## config.mk

```make
export PLATFORM = sky130hd
export DESIGN_NAME = acc_alu
export DESIGN_NICKNAME = d
export VERILOG_FILES = /design/src/rtl/acc_alu_pkg.sv /design/src/rtl/acc_alu_addsub.sv /design/src/rtl/acc_alu_logic.sv /design/src/rtl/acc_alu.sv
export SDC_FILE = /design/constraint.sdc
export NUM_CORES = 1
export LEC_CHECK = 0
export BUFFER_PORTS_ARGS = -buffer_cell sky130_fd_sc_hd__buf_4
export CORE_UTILIZATION = 40
export DETAILED_ROUTE_END_ITERATION = 8
export GPL_TIMING_DRIVEN = 0
export PLACE_DENSITY_LB_ADDON = 0.25
export RECOVER_POWER = 100
export SLEW_MARGIN = 25
export SYNTH_ARGS = -nofsm -noshare
export SYNTH_HDL_FRONTEND = slang
export SYNTH_SLANG_ARGS = --single-unit
export TNS_END_PERCENT = 20
```

## constraint.sdc

```tcl
create_clock -name vclk -period 5.5
set_clock_uncertainty 0.2 [all_clocks]
set_input_delay 0.55 -clock vclk [all_inputs]
set_output_delay 0.55 -clock vclk [all_outputs]
set_load 0.1 [all_outputs]
```

## src/rtl/acc_alu_pkg.sv

```systemverilog
package acc_alu_pkg;
   // Operation codes; codes 0..7 follow the three-bit arithmetic field order
   typedef enum logic [3:0] {
      OP_ADD = 4'd0, OP_ADC = 4'd1, OP_SUB = 4'd2, OP_SBC = 4'd3,
      OP_AND = 4'd4, OP_XOR = 4'd5, OP_OR  = 4'd6, OP_CMP = 4'd7,
      OP_INC = 4'd8, OP_DEC = 4'd9, OP_NEG = 4'd10, OP_CPL = 4'd11,
      OP_SCF = 4'd12, OP_CCF = 4'd13, OP_RS0 = 4'd14, OP_RS1 = 4'd15
   } op_e;

   // Flag vector bit positions
   localparam int FL_S  = 5;
   localparam int FL_Z  = 4;
   localparam int FL_H  = 3;
   localparam int FL_PV = 2;
   localparam int FL_N  = 1;
   localparam int FL_C  = 0;
   localparam int FL_W  = 6;

   // Logic unit selector
   typedef enum logic [1:0] {LG_AND = 2'd0, LG_XOR = 2'd1, LG_OR = 2'd2} lsel_e;
endpackage

```

## src/rtl/acc_alu_addsub.sv

```systemverilog
module acc_alu_addsub #(
   parameter int WIDTH  = 8,
   parameter int HALF_W = 4
) (
   input  logic [WIDTH-1:0] x_i,
   input  logic [WIDTH-1:0] y_i,
   input  logic             sub_i,   // 1: x - y - cin, 0: x + y + cin
   input  logic             cin_i,   // carry (add) or borrow (subtract)
   output logic [WIDTH-1:0] sum_o,
   output logic             co_o,    // carry or borrow out of the top bit
   output logic             hc_o,    // carry or borrow out of bit HALF_W-1
   output logic             ov_o
);
   localparam int MSB = WIDTH - 1;

   logic [WIDTH-1:0] y_eff;
   logic             ci_eff;
   logic [HALF_W:0]  lo_sum;
   logic [WIDTH:0]   full_sum;

   // Subtraction runs as x + ~y + ~borrow; carries then read as inverted borrows
   assign y_eff    = sub_i ? ~y_i : y_i;
   assign ci_eff   = sub_i ? ~cin_i : cin_i;
   assign lo_sum   = {1'b0, x_i[HALF_W-1:0]} + {1'b0, y_eff[HALF_W-1:0]}
                   + {{HALF_W{1'b0}}, ci_eff};
   assign full_sum = {1'b0, x_i} + {1'b0, y_eff} + {{WIDTH{1'b0}}, ci_eff};

   assign sum_o = full_sum[MSB:0];
   assign co_o  = full_sum[WIDTH] ^ sub_i;
   assign hc_o  = lo_sum[HALF_W] ^ sub_i;
   assign ov_o  = (x_i[MSB] == y_eff[MSB]) && (sum_o[MSB] != x_i[MSB]);
endmodule

```

## src/rtl/acc_alu_logic.sv

```systemverilog
module acc_alu_logic
   import acc_alu_pkg::*;
#(
   parameter int WIDTH     = 8,
   parameter bit PAR_CHAIN = 1'b0   // 1: ripple xor chain, 0: reduction operator
) (
   input  logic [WIDTH-1:0] a_i,
   input  logic [WIDTH-1:0] b_i,
   input  lsel_e            sel_i,
   output logic [WIDTH-1:0] res_o,
   output logic             par_even_o
);
   always_comb begin
      case (sel_i)
         LG_AND:  res_o = a_i & b_i;
         LG_XOR:  res_o = a_i ^ b_i;
         default: res_o = a_i | b_i;
      endcase
   end

   generate
      if (PAR_CHAIN) begin : g_chain
         logic [WIDTH:0] px;
         assign px[0] = 1'b0;
         for (genvar i = 0; i < WIDTH; i++) begin : g_bit
            assign px[i+1] = px[i] ^ res_o[i];
         end
         assign par_even_o = ~px[WIDTH];
      end else begin : g_reduce
         assign par_even_o = ~(^res_o);
      end
   endgenerate
endmodule

```

## src/rtl/acc_alu.sv

```systemverilog
module acc_alu
   import acc_alu_pkg::*;
#(
   parameter int WIDTH     = 8,
   parameter int HALF_W    = 4,
   parameter bit PAR_CHAIN = 1'b0
) (
   input  logic [WIDTH-1:0] acc_i,
   input  logic [WIDTH-1:0] opnd_i,
   input  logic [3:0]       op_i,
   input  logic [FL_W-1:0]  flags_i,
   output logic [WIDTH-1:0] res_o,
   output logic [FL_W-1:0]  flags_o
);
   localparam int MSB = WIDTH - 1;

   generate
      if (WIDTH < 2 || HALF_W < 1 || HALF_W >= WIDTH) begin : g_bad_cfg
         $error("acc_alu: HALF_W must lie in 1..WIDTH-1");
      end
   endgenerate

   op_e              op;
   logic [WIDTH-1:0] as_x, as_y, as_sum;
   logic             as_sub, as_cin, as_co, as_hc, as_ov;
   logic [WIDTH-1:0] lg_res;
   logic             lg_par;
   lsel_e            lg_sel;
   logic             cin;

   assign op  = op_e'(op_i);
   assign cin = flags_i[FL_C];

   // Operand routing into the shared adder
   always_comb begin
      as_x   = acc_i;
      as_y   = opnd_i;
      as_sub = 1'b0;
      as_cin = 1'b0;
      case (op)
         OP_ADC: as_cin = cin;
         OP_SUB, OP_CMP: as_sub = 1'b1;
         OP_SBC: begin as_sub = 1'b1; as_cin = cin; end
         OP_INC: begin as_y = '0; as_cin = 1'b1; end
         OP_DEC: begin as_y = '0; as_sub = 1'b1; as_cin = 1'b1; end
         OP_NEG: begin as_x = '0; as_y = acc_i; as_sub = 1'b1; end
         default: ;
      endcase
   end

   assign lg_sel = (op == OP_AND) ? LG_AND : (op == OP_XOR) ? LG_XOR : LG_OR;

   acc_alu_addsub #(.WIDTH(WIDTH), .HALF_W(HALF_W)) u_addsub (
      .x_i(as_x), .y_i(as_y), .sub_i(as_sub), .cin_i(as_cin),
      .sum_o(as_sum), .co_o(as_co), .hc_o(as_hc), .ov_o(as_ov)
   );

   acc_alu_logic #(.WIDTH(WIDTH), .PAR_CHAIN(PAR_CHAIN)) u_logic (
      .a_i(acc_i), .b_i(opnd_i), .sel_i(lg_sel),
      .res_o(lg_res), .par_even_o(lg_par)
   );

   // Result and flag assembly per operation
   always_comb begin
      res_o   = acc_i;
      flags_o = flags_i;
      case (op)
         OP_ADD, OP_ADC, OP_SUB, OP_SBC, OP_CMP, OP_NEG: begin
            res_o          = (op == OP_CMP) ? acc_i : as_sum;
            flags_o[FL_S]  = as_sum[MSB];
            flags_o[FL_Z]  = (as_sum == '0);
            flags_o[FL_H]  = as_hc;
            flags_o[FL_PV] = as_ov;
            flags_o[FL_N]  = as_sub;
            flags_o[FL_C]  = as_co;
         end
         OP_INC, OP_DEC: begin
            res_o          = as_sum;
            flags_o[FL_S]  = as_sum[MSB];
            flags_o[FL_Z]  = (as_sum == '0);
            flags_o[FL_H]  = as_hc;
            flags_o[FL_PV] = as_ov;
            flags_o[FL_N]  = as_sub;
         end
         OP_AND, OP_XOR, OP_OR: begin
            res_o          = lg_res;
            flags_o[FL_S]  = lg_res[MSB];
            flags_o[FL_Z]  = (lg_res == '0);
            flags_o[FL_H]  = (op == OP_AND);
            flags_o[FL_PV] = lg_par;
            flags_o[FL_N]  = 1'b0;
            flags_o[FL_C]  = 1'b0;
         end
         OP_CPL: begin
            res_o         = ~acc_i;
            flags_o[FL_H] = 1'b1;
            flags_o[FL_N] = 1'b1;
         end
         OP_SCF: begin
            flags_o[FL_C] = 1'b1;
            flags_o[FL_H] = 1'b0;
            flags_o[FL_N] = 1'b0;
         end
         OP_CCF: begin
            flags_o[FL_C] = ~flags_i[FL_C];
            flags_o[FL_N] = 1'b0;
         end
         default: ;
      endcase
   end
endmodule

```

Word-level counts from Yosys, hierarchy flattened
Index checks and enable logic that the tools add are counted.
- register bits after elaboration: 0
- output and inout port bits: 14
- word-level logic and storage cells: 59
- $add $sub $neg: 4
- eq/ne operators: 16
- mux-type cells: 16
- bitwise logic cells: 10
- reduce and logical (&&, ||, !) cells: 13
- operator list (kind ; number):
    one-hot mux 8 bit (2 select lines) ; 2
    one-hot mux 8 bit (4 select lines) ; 1
    equality test 4 bit (second input constant) ; 6
    2-to-1 mux 8 bit ; 3
    equality test 4 x 3 -> 1 bit (second input constant) ; 4
    logical NOT 8 bit ; 2
    inverter 8 bit ; 2
    OR reduction 5 bit ; 2
    adder 8 x 8 -> 9 bit ; 1
    adder 9 x 1 -> 9 bit ; 1
    bitwise AND 8 bit ; 1
    equality test 4 x 2 -> 1 bit (second input constant) ; 2
    OR 8 bit ; 1
    one-hot mux 1 bit (4 select lines) ; 2
    OR reduction 8 bit ; 1
    parity 8 bit ; 1
    bitwise XOR 8 bit ; 1
    OR reduction 6 bit ; 1
    adder 4 x 4 -> 5 bit ; 1
    adder 5 x 1 -> 5 bit ; 1
    equality test 4 x 1 -> 1 bit (second input constant) ; 1
    logical NOT 4 bit ; 1
    2-to-1 mux 2 bit ; 2
    one-hot mux 1 bit (2 select lines) ; 2
    other kinds (12) ; 17

Logic depth before layout (Yosys ltp)
Gate-level depths: netlist of run 1.
- depth in word-level cells: 10
- depth in mapped cells: 16
- gate-level depth less buffers: 15

Modules after synthesis
From an unflattened synthesis of run 1, not the netlist that was laid out.
- cell total of the unflattened synthesis: 238
- area total of the unflattened synthesis: 1839.3 µm²
- modules (own cells, without submodules) (module ; times used ; cells each ; area an instance (µm²)):
    acc_alu ; 1 ; 131 ; 914.6
    acc_alu_logic ; 1 ; 57 ; 500.5
    acc_alu_addsub ; 1 ; 50 ; 424.2

Worst setup path after synthesis of run 1
Ideal clock, no wire load.
- path kind: input port to output port
- start point: input op_i[0]
- end point: output flags_o[4]
- arrival time: 5336 ps
- required time: 4750 ps
- setup slack: -586 ps
- stages: 14
- path buffers: 2
- cell sequence: clkbuf_1 > nor2_1 > or3_1 > clkbuf_1 > nor2_1 > a221o_1 > a21oi_1 > fa_1 > inv_1 > fa_1 > xor2_1 > or3b_2 > or4_1 > o41ai_2
- longest elaborated chain between the ends: 9
- elaborated cells between the ends (all ways): 34
- classes of those cells: add/sub (2); eq/ne (11); mux (10); bitwise (2); reduce/logical (9)
- ends and longest elaborated chain (element ; line ; RTL):
    start, declared ; acc_alu.sv:10 ; input logic [3:0] op_i,
    equality test 4 bit ; acc_alu.sv:40, acc_alu.sv:67 ;
    OR reduction 2 bit (no line) ; -- ;
    one-hot mux 8 bit (2 select lines) ; acc_alu.sv:40 ; case (op)
    inverter 8 bit ; acc_alu_addsub.sv:22 ; assign y_eff = sub_i ? ~y_i : y_i;
    2-to-1 mux 8 bit ; acc_alu_addsub.sv:22 ;
    adder 8 x 8 -> 9 bit ; acc_alu_addsub.sv:26 ; assign full_sum = {1'b0, x_i} + {1'b0, y_eff} + {{WIDTH{1'b0}}, ci_eff};
    adder 9 x 1 -> 9 bit ; acc_alu_addsub.sv:26 ;
    logical NOT 8 bit ; acc_alu.sv:71, acc_alu.sv:80 ;
    one-hot mux 2 bit (2 select lines) * ; acc_alu.sv:67 ; case (op)
    end, declared ; acc_alu.sv:13 ; output logic [FL_W-1:0] flags_o
Mark *: on every way between the ends. The rest lies on a longest branch, timed or not.

Worst setup path in the final report of run 1
Same ends and word-level chain as after synthesis.

==> results of run 1 <==
==> report_power, final <==
group	internal, mW	total [mW]	switching [mW]
clock	0	0	0
sequential	0	0	0
combinational	0.127	0.428	0.302
==> through the flow <==
stage	total power, mW	setup WS (ps)	cells	cell area [sq um]
2_1_floorplan	0.332	-480	284	1860
3_3_place_gp	0.425	-339	375	2220
3_5_place_dp	0.429	-335	375	2220
4_1_cts	0.430	30.7	375	2230
5_1_grt	0.456	3.94	374	2220
6_report	0.428	201	374	2220
==> critical path, stage by stage <==
cell,delay (ps)
clkbuf_2,210
clkbuf_4,290
clkinv_2,220
nor2_1,190
nand2_1,280
o21ai_0,170
a21oi_1,110
fa_1,440
inv_1,90
fa_1,420
or3b_2,470
or4_1,540
o41ai_4,230
buf_4,340
==> final timing paths <==
| check | endpoint | cells past startpoint |
|---|---|---|
| max | flags_o[4] | 14 |
| min | flags_o[4] | 4 |
==> cell type report <==
cell class	instances	area, sq um
buffer	19	81.3
fill	482	2190
inverter	20	76.3
multi-input combinational	244	1720
tap	52	65.1
timing repair buffer	39	278
==> layout by cell type, fill, tap and decap left out, drive strengths merged, types with 2 or more instances in the layout <==
| master | Yosys | layout |
|---|---|---|
| o21ai | 28 | 28 |
| nor2b | 3 | 3 |
| mux2i | 2 | 2 |
| mux4 | 2 | 2 |
| a21oi | 17 | 17 |
| inv | 19 | 19 |
| mux2 | 8 | 8 |
| or3b | 2 | 2 |
| or3 | 2 | 2 |
| a211o | 5 | 5 |
| a211oi | 3 | 3 |
| o31ai | 2 | 2 |
| a21o | 6 | 6 |
| ha | 27 | 27 |
| nand4 | 2 | 2 |
| o211ai | 5 | 5 |
| xor2 | 4 | 4 |
| clkbuf | 17 | 25 |
| and3 | 2 | 2 |
| o22ai | 10 | 10 |
| nand2 | 30 | 30 |
| buf | 3 | 33 |
| a31oi | 2 | 2 |
| nor2 | 36 | 36 |
| nand3 | 2 | 2 |
| xnor2 | 6 | 6 |
| nor3 | 8 | 8 |
| a221oi | 2 | 2 |
| a221o | 4 | 4 |
| fa | 2 | 2 |
| nand2b | 9 | 9 |
==> logic make-up (layout without fill, tap and decap cells) <==
kind of cell	after synthesis	after routing	synth area share (%)
adder cells (fa/ha/maj)	29	29	20.4
buffers and inverters	40	78	8.25
AND/OR/NAND/NOR	99	99	24.3
XOR/XNOR	10	10	4.73
multiplexers	12	12	8.38
AO/OA/AOI/OAI	94	94	33.9
==> routing by layer <==
metal	vias to the layer above	share of wire, %	track usage [%]
met3	10	8.4	1.44
met1	1080	44	37.3
met4	0	1.4	5.33
li1	1102	-	-
met5	-	0	0
met2	113	46	44.9
==> repair_timing <==
action | CTS | global route
hold endpoints to repair | 0 | 0
buffers inserted | 0 | 0
endpoints found under the setup margin | 3 | 3
gates resized for setup | 4 | 8
hold buffers | 0 | 0
==> results.sh, run 1 <==
export IMPL_avgSynthCellArea_sq_um=6.52
export IMPL_layout_drive_gt1_share_pct=19.6
export IMPL_rsz0062_at_grt="false"
export IMPL_synthCells=284
export IMPL_totalWireLength_mm=6.61
export IMPL_worstMarginPinSlew_ps=564
export IMPL_regArea_sq_um=0
export IMPL_yosysMostFrequentCell="nor2_1"
export IMPL_required_ps=4750
export IMPL_fp_dieH_microns=70.0
export IMPL_initial_core_util_pct=41.9
export IMPL_antenna_cells=0
export IMPL_synthTopCellsByCount="nor2_1, nand2_1, ha_1, o21ai_0, inv_1"
export IMPL_hold_path_class="in -> out"
export IMPL_drv_cap=0
export IMPL_die_x_microns=70.0
export IMPL_hold_viol=0
export IMPL_synth_cell_types=50
export IMPL_cp_max_fo=10
export IMPL_syn_area_sq_mm=0.00185
export IMPL_crit_start="op_i[0]"
export IMPL_synth_top_area_cell="ha_1"
export IMPL_gr_usage_all_layers_pct=26.6
export IMPL_nClkBuffers=0
export IMPL_hp_start="flags_i[4]"
export IMPL_place_congestion=0.963
export IMPL_io_pins=40
export IMPL_grt_max_degree=11
export IMPL_leakage_nw=1.08
export IMPL_maxSlewHeadroom_pct=62.4
export IMPL_dp_hpwl_mm=5.02
export IMPL_layout_min_cycle_time_ps=5300
export IMPL_die_area_sq_mm=0.00490
export IMPL_synth_warnings=0
export IMPL_grt_overflow=0
export IMPL_utilization_pct=50.3
export IMPL_maxClockFrequency_ghz=0.189
export IMPL_drtPass1Iterations=5
export IMPL_fp_row_count=24
export IMPL_startpoint_type="input port"
export IMPL_setup_viol=0
export IMPL_grt_first_pass_wirelength_mm=10.4
export IMPL_end_kind="output pin"
export IMPL_hold_slack_ps=1430
export IMPL_drt_iter0_drc=273
export IMPL_viasPerCell=6.16
export IMPL_drtAntennaViolNets=0
export IMPL_wl_per_cell_microns=17.7
export IMPL_status="finished, final reports clean"
export IMPL_powerDensity_mw_per_mm2=193
export IMPL_coreArea_sq_mm=0.00441
export IMPL_grt_pass1_vias=2061
export IMPL_synth_nets=339
export IMPL_finalNetCount=379
export IMPL_fin_crit_sh_pct=96.3
export IMPL_areaGrowthSynthToFinish_pct=20.1
export IMPL_antenna_found_initial=0
export IMPL_yosys_top_cells_area="ha_1, nor2_1, o21ai_0"
export IMPL_cp_arrival_ps=4550
export IMPL_fin_tns_setup_ps=0
export IMPL_vias=2305
export IMPL_critical_path_class="in -> out"
export IMPL_ys_seq_area_share_pct=0
export IMPL_slew_viol_final=0
export IMPL_portBuffers=39
export IMPL_nFlopsAndLatches=0
export IMPL_drc_errors=0
export IMPL_synth_top_area_share_pct=18.3
export IMPL_vdd_drop_max_mv=0.110
(Power assumes the default switching activity.)
==> run 2: changes to the inputs <==
--- a/config.mk
+++ b/config.mk
@@ -5,6 +5,7 @@
 export SDC_FILE = /design/constraint.sdc
 export NUM_CORES = 1
 export LEC_CHECK = 0
+export ABC_AREA = 1
 export BUFFER_PORTS_ARGS = -buffer_cell sky130_fd_sc_hd__buf_4
 export CORE_UTILIZATION = 40
 export DETAILED_ROUTE_END_ITERATION = 8
==> results.sh, run 2 <==
export IMPL_viasPerCell=5.16
export IMPL_post_place_ws_ps=1200
export IMPL_avgSynthCellArea_sq_um=5.80
export IMPL_synth_top_area_share_pct=19.4
export IMPL_synthCells=300
export IMPL_yosys_top_cells_area="ha_1, nand2_1, inv_1"
export IMPL_finalNonFillerCells=389
export IMPL_num_fill_cells=463
export IMPL_wl_per_cell_microns=12.6
export IMPL_setup_viol=0
export IMPL_nClkBuffers=0
export IMPL_power_switching_uw=311
export IMPL_clkPwrFrac_pct=0
export IMPL_nFlopsAndLatches=0
export IMPL_whs_path_depth=4
export IMPL_portBuffers=39
export IMPL_dp_hpwl_mm=4.20
export IMPL_coreArea_sq_mm=0.00409
export IMPL_synthSimpleGateAreaFrac_pct=42.9
export IMPL_final_cell_mix="nand2_1, inv_1, nor2_1"
export IMPL_final_common_cell="nand2_1"
export IMPL_vias=2006
export IMPL_switching_share_pct=74.6
export IMPL_die_x_microns=67.9
export IMPL_totalWireLength_mm=4.88
export IMPL_pwr_share_comb_pct=100.0
export IMPL_end_kind="output pin"
export IMPL_initial_core_util_pct=42.6
export IMPL_antenna_found_initial=0
export IMPL_grt_overflow=0
export IMPL_antenna_cells=0
export IMPL_synth_warnings=0
export IMPL_synthTopCellsByCount="nand2_1, inv_1, nor2_1, ha_1, nand3_1"
export IMPL_grt_pass1_vias=1900
export IMPL_synth_top_area_cell="ha_1"
export IMPL_hold_viol=0
export IMPL_grt_first_pass_wirelength_mm=8.12
export IMPL_worstMarginPinSlew_ps=1180
export IMPL_internal_power_uw=106
export IMPL_grt_max_degree=11
export IMPL_slew_viol_final=0
export IMPL_rsz0062_at_grt="false"
export IMPL_muxShareOfSynthArea_pct=0
export IMPL_maxClockFrequency_ghz=0.212
export IMPL_cp_arrival_ps=3960
export IMPL_fin_crit_sh_pct=85.6
export IMPL_multiInputGateArea_sq_mm=0.00152
export IMPL_yosysMostFrequentCell="nand2_1"
export IMPL_drv_cap=0
export IMPL_fin_ws_ps=790
export IMPL_synth_cell_types=31
export IMPL_maxSlewHeadroom_pct=21.8
export IMPL_leakage_nw=1.20
export IMPL_place_inst=389
export IMPL_required_ps=4750
export IMPL_fin_tns_setup_ps=0
export IMPL_drtPass1Iterations=4
export IMPL_cp_max_fo=10
export IMPL_finalNetCount=396
export IMPL_hold_path_class="in -> out"
export IMPL_synth_compound_area_share_pct=16.4
export IMPL_cts_setup_buffers=0
export IMPL_gr_usage_all_layers_pct=22.8
export IMPL_layout_drive_gt1_share_pct=18.0
export IMPL_areaGrowthSynthToFinish_pct=18.3
export IMPL_synth_nets=355
export IMPL_ys_seq_area_share_pct=0
export IMPL_vdd_drop_max_mv=0.111
export IMPL_die_area_sq_mm=0.00462
export IMPL_drtAntennaViolNets=0
export IMPL_synth_xor_area_share_pct=6.04
export IMPL_total_power_uw=417
export IMPL_syn_area_sq_mm=0.00174
export IMPL_startpoint_type="input port"
export IMPL_drc_errors=0
export IMPL_utilization_pct=50.3
export IMPL_critical_path_class="in -> out"
export IMPL_status="finished, final reports clean"
export IMPL_holdBufCountCts=0
export IMPL_fp_dieH_microns=67.9
export IMPL_cts_resized=0
export IMPL_layout_min_cycle_time_ps=4710
export IMPL_regArea_sq_um=0
export IMPL_place_congestion=0.879
export IMPL_powerDensity_mw_per_mm2=203
export IMPL_fp_row_count=23
export IMPL_synth_top_family_by_area="simple AND/OR/NAND/NOR gates"
export IMPL_synthAdderAreaFrac_pct=21.7
export IMPL_drt_iter0_drc=127
export IMPL_io_pins=40
export IMPL_p_seq_share_pct=0
==> run 2: cell count changes in the layout (fill, tap and decap cells not counted), sizes merged, moves of 9 or more <==
cell and change:
a21oi -10, clkbuf -15, inv +36, nand2 +60
nand2b -9, nand3 +20, o21ai -21
==> run 2: layout make-up <==
class              instances  share of cell area [%]
plain buffers              1                   0.365
inverters                 55                    10.5
multi-input cells        244                    73.7
well taps                 50                    3.04
repair buffers            39                    12.4
==> run 2: power groups by stage <==
| stage | Clock (mW) | Combinational, mW | Sequential [mW] |
|---|---|---|---|
| 2_1_floorplan | 0 | 0.335 | 0 |
| 3_3_place_gp | 0 | 0.426 | 0 |
| 3_5_place_dp | 0 | 0.430 | 0 |
| 4_1_cts | 0 | 0.431 | 0 |
| 5_1_grt | 0 | 0.455 | 0 |
| 6_report | 0 | 0.417 | 0 |
==> run 2: worst max-delay path, cell delays in order <==
cell	delay, ps
buf_4	120
inv_2	110
nand2_4	110
nor3_4	410
inv_6	120
o22ai_2	130
xor2_1	210
fa_1	210
inv_1	80
fa_1	380
nand2_1	90
nand3_1	110
nand2_1	130
inv_1	70
nand2_1	60
nand3_1	90
nand3b_1	110
clkbuf_1	870
==> run 2: metal layers <==
layer | GRT usage, % | wire, microns | up-vias
li1 | - | - | 1043
met1 | 28.9 | 2310 | 913
met2 | 43.4 | 2350 | 48
met3 | 0.833 | 189 | 2
met4 | 2.08 | 43 | 0
met5 | 0 | 0 | -
==> run 2: logic make-up (layout without fill, tap and decap cells) <==
group,after synthesis,count (layout)
AOI/OAI and AO/OA,35,35
xor gates and xnor gates,12,12
adders and majority gates,29,29
buffers and inverters,56,95
and+or+nand+nor,168,168
==> run 2: path summary, 6_finish.rpt <==
check                      start    endpoint  slack (ps)
worst min-delay path  flags_i[0]  flags_o[0]        1370
worst max-delay path     op_i[2]  flags_o[3]         790
==> run 2: through the flow <==
stage | cell area (sq um) | hold slack [ps]
detailed placement | 2090 | 1360
floorplan | 1740 | 1340
global route | 2060 | 1400
global placement | 2090 | 1350
finish | 2060 | 1370
CTS | 2090 | 1360
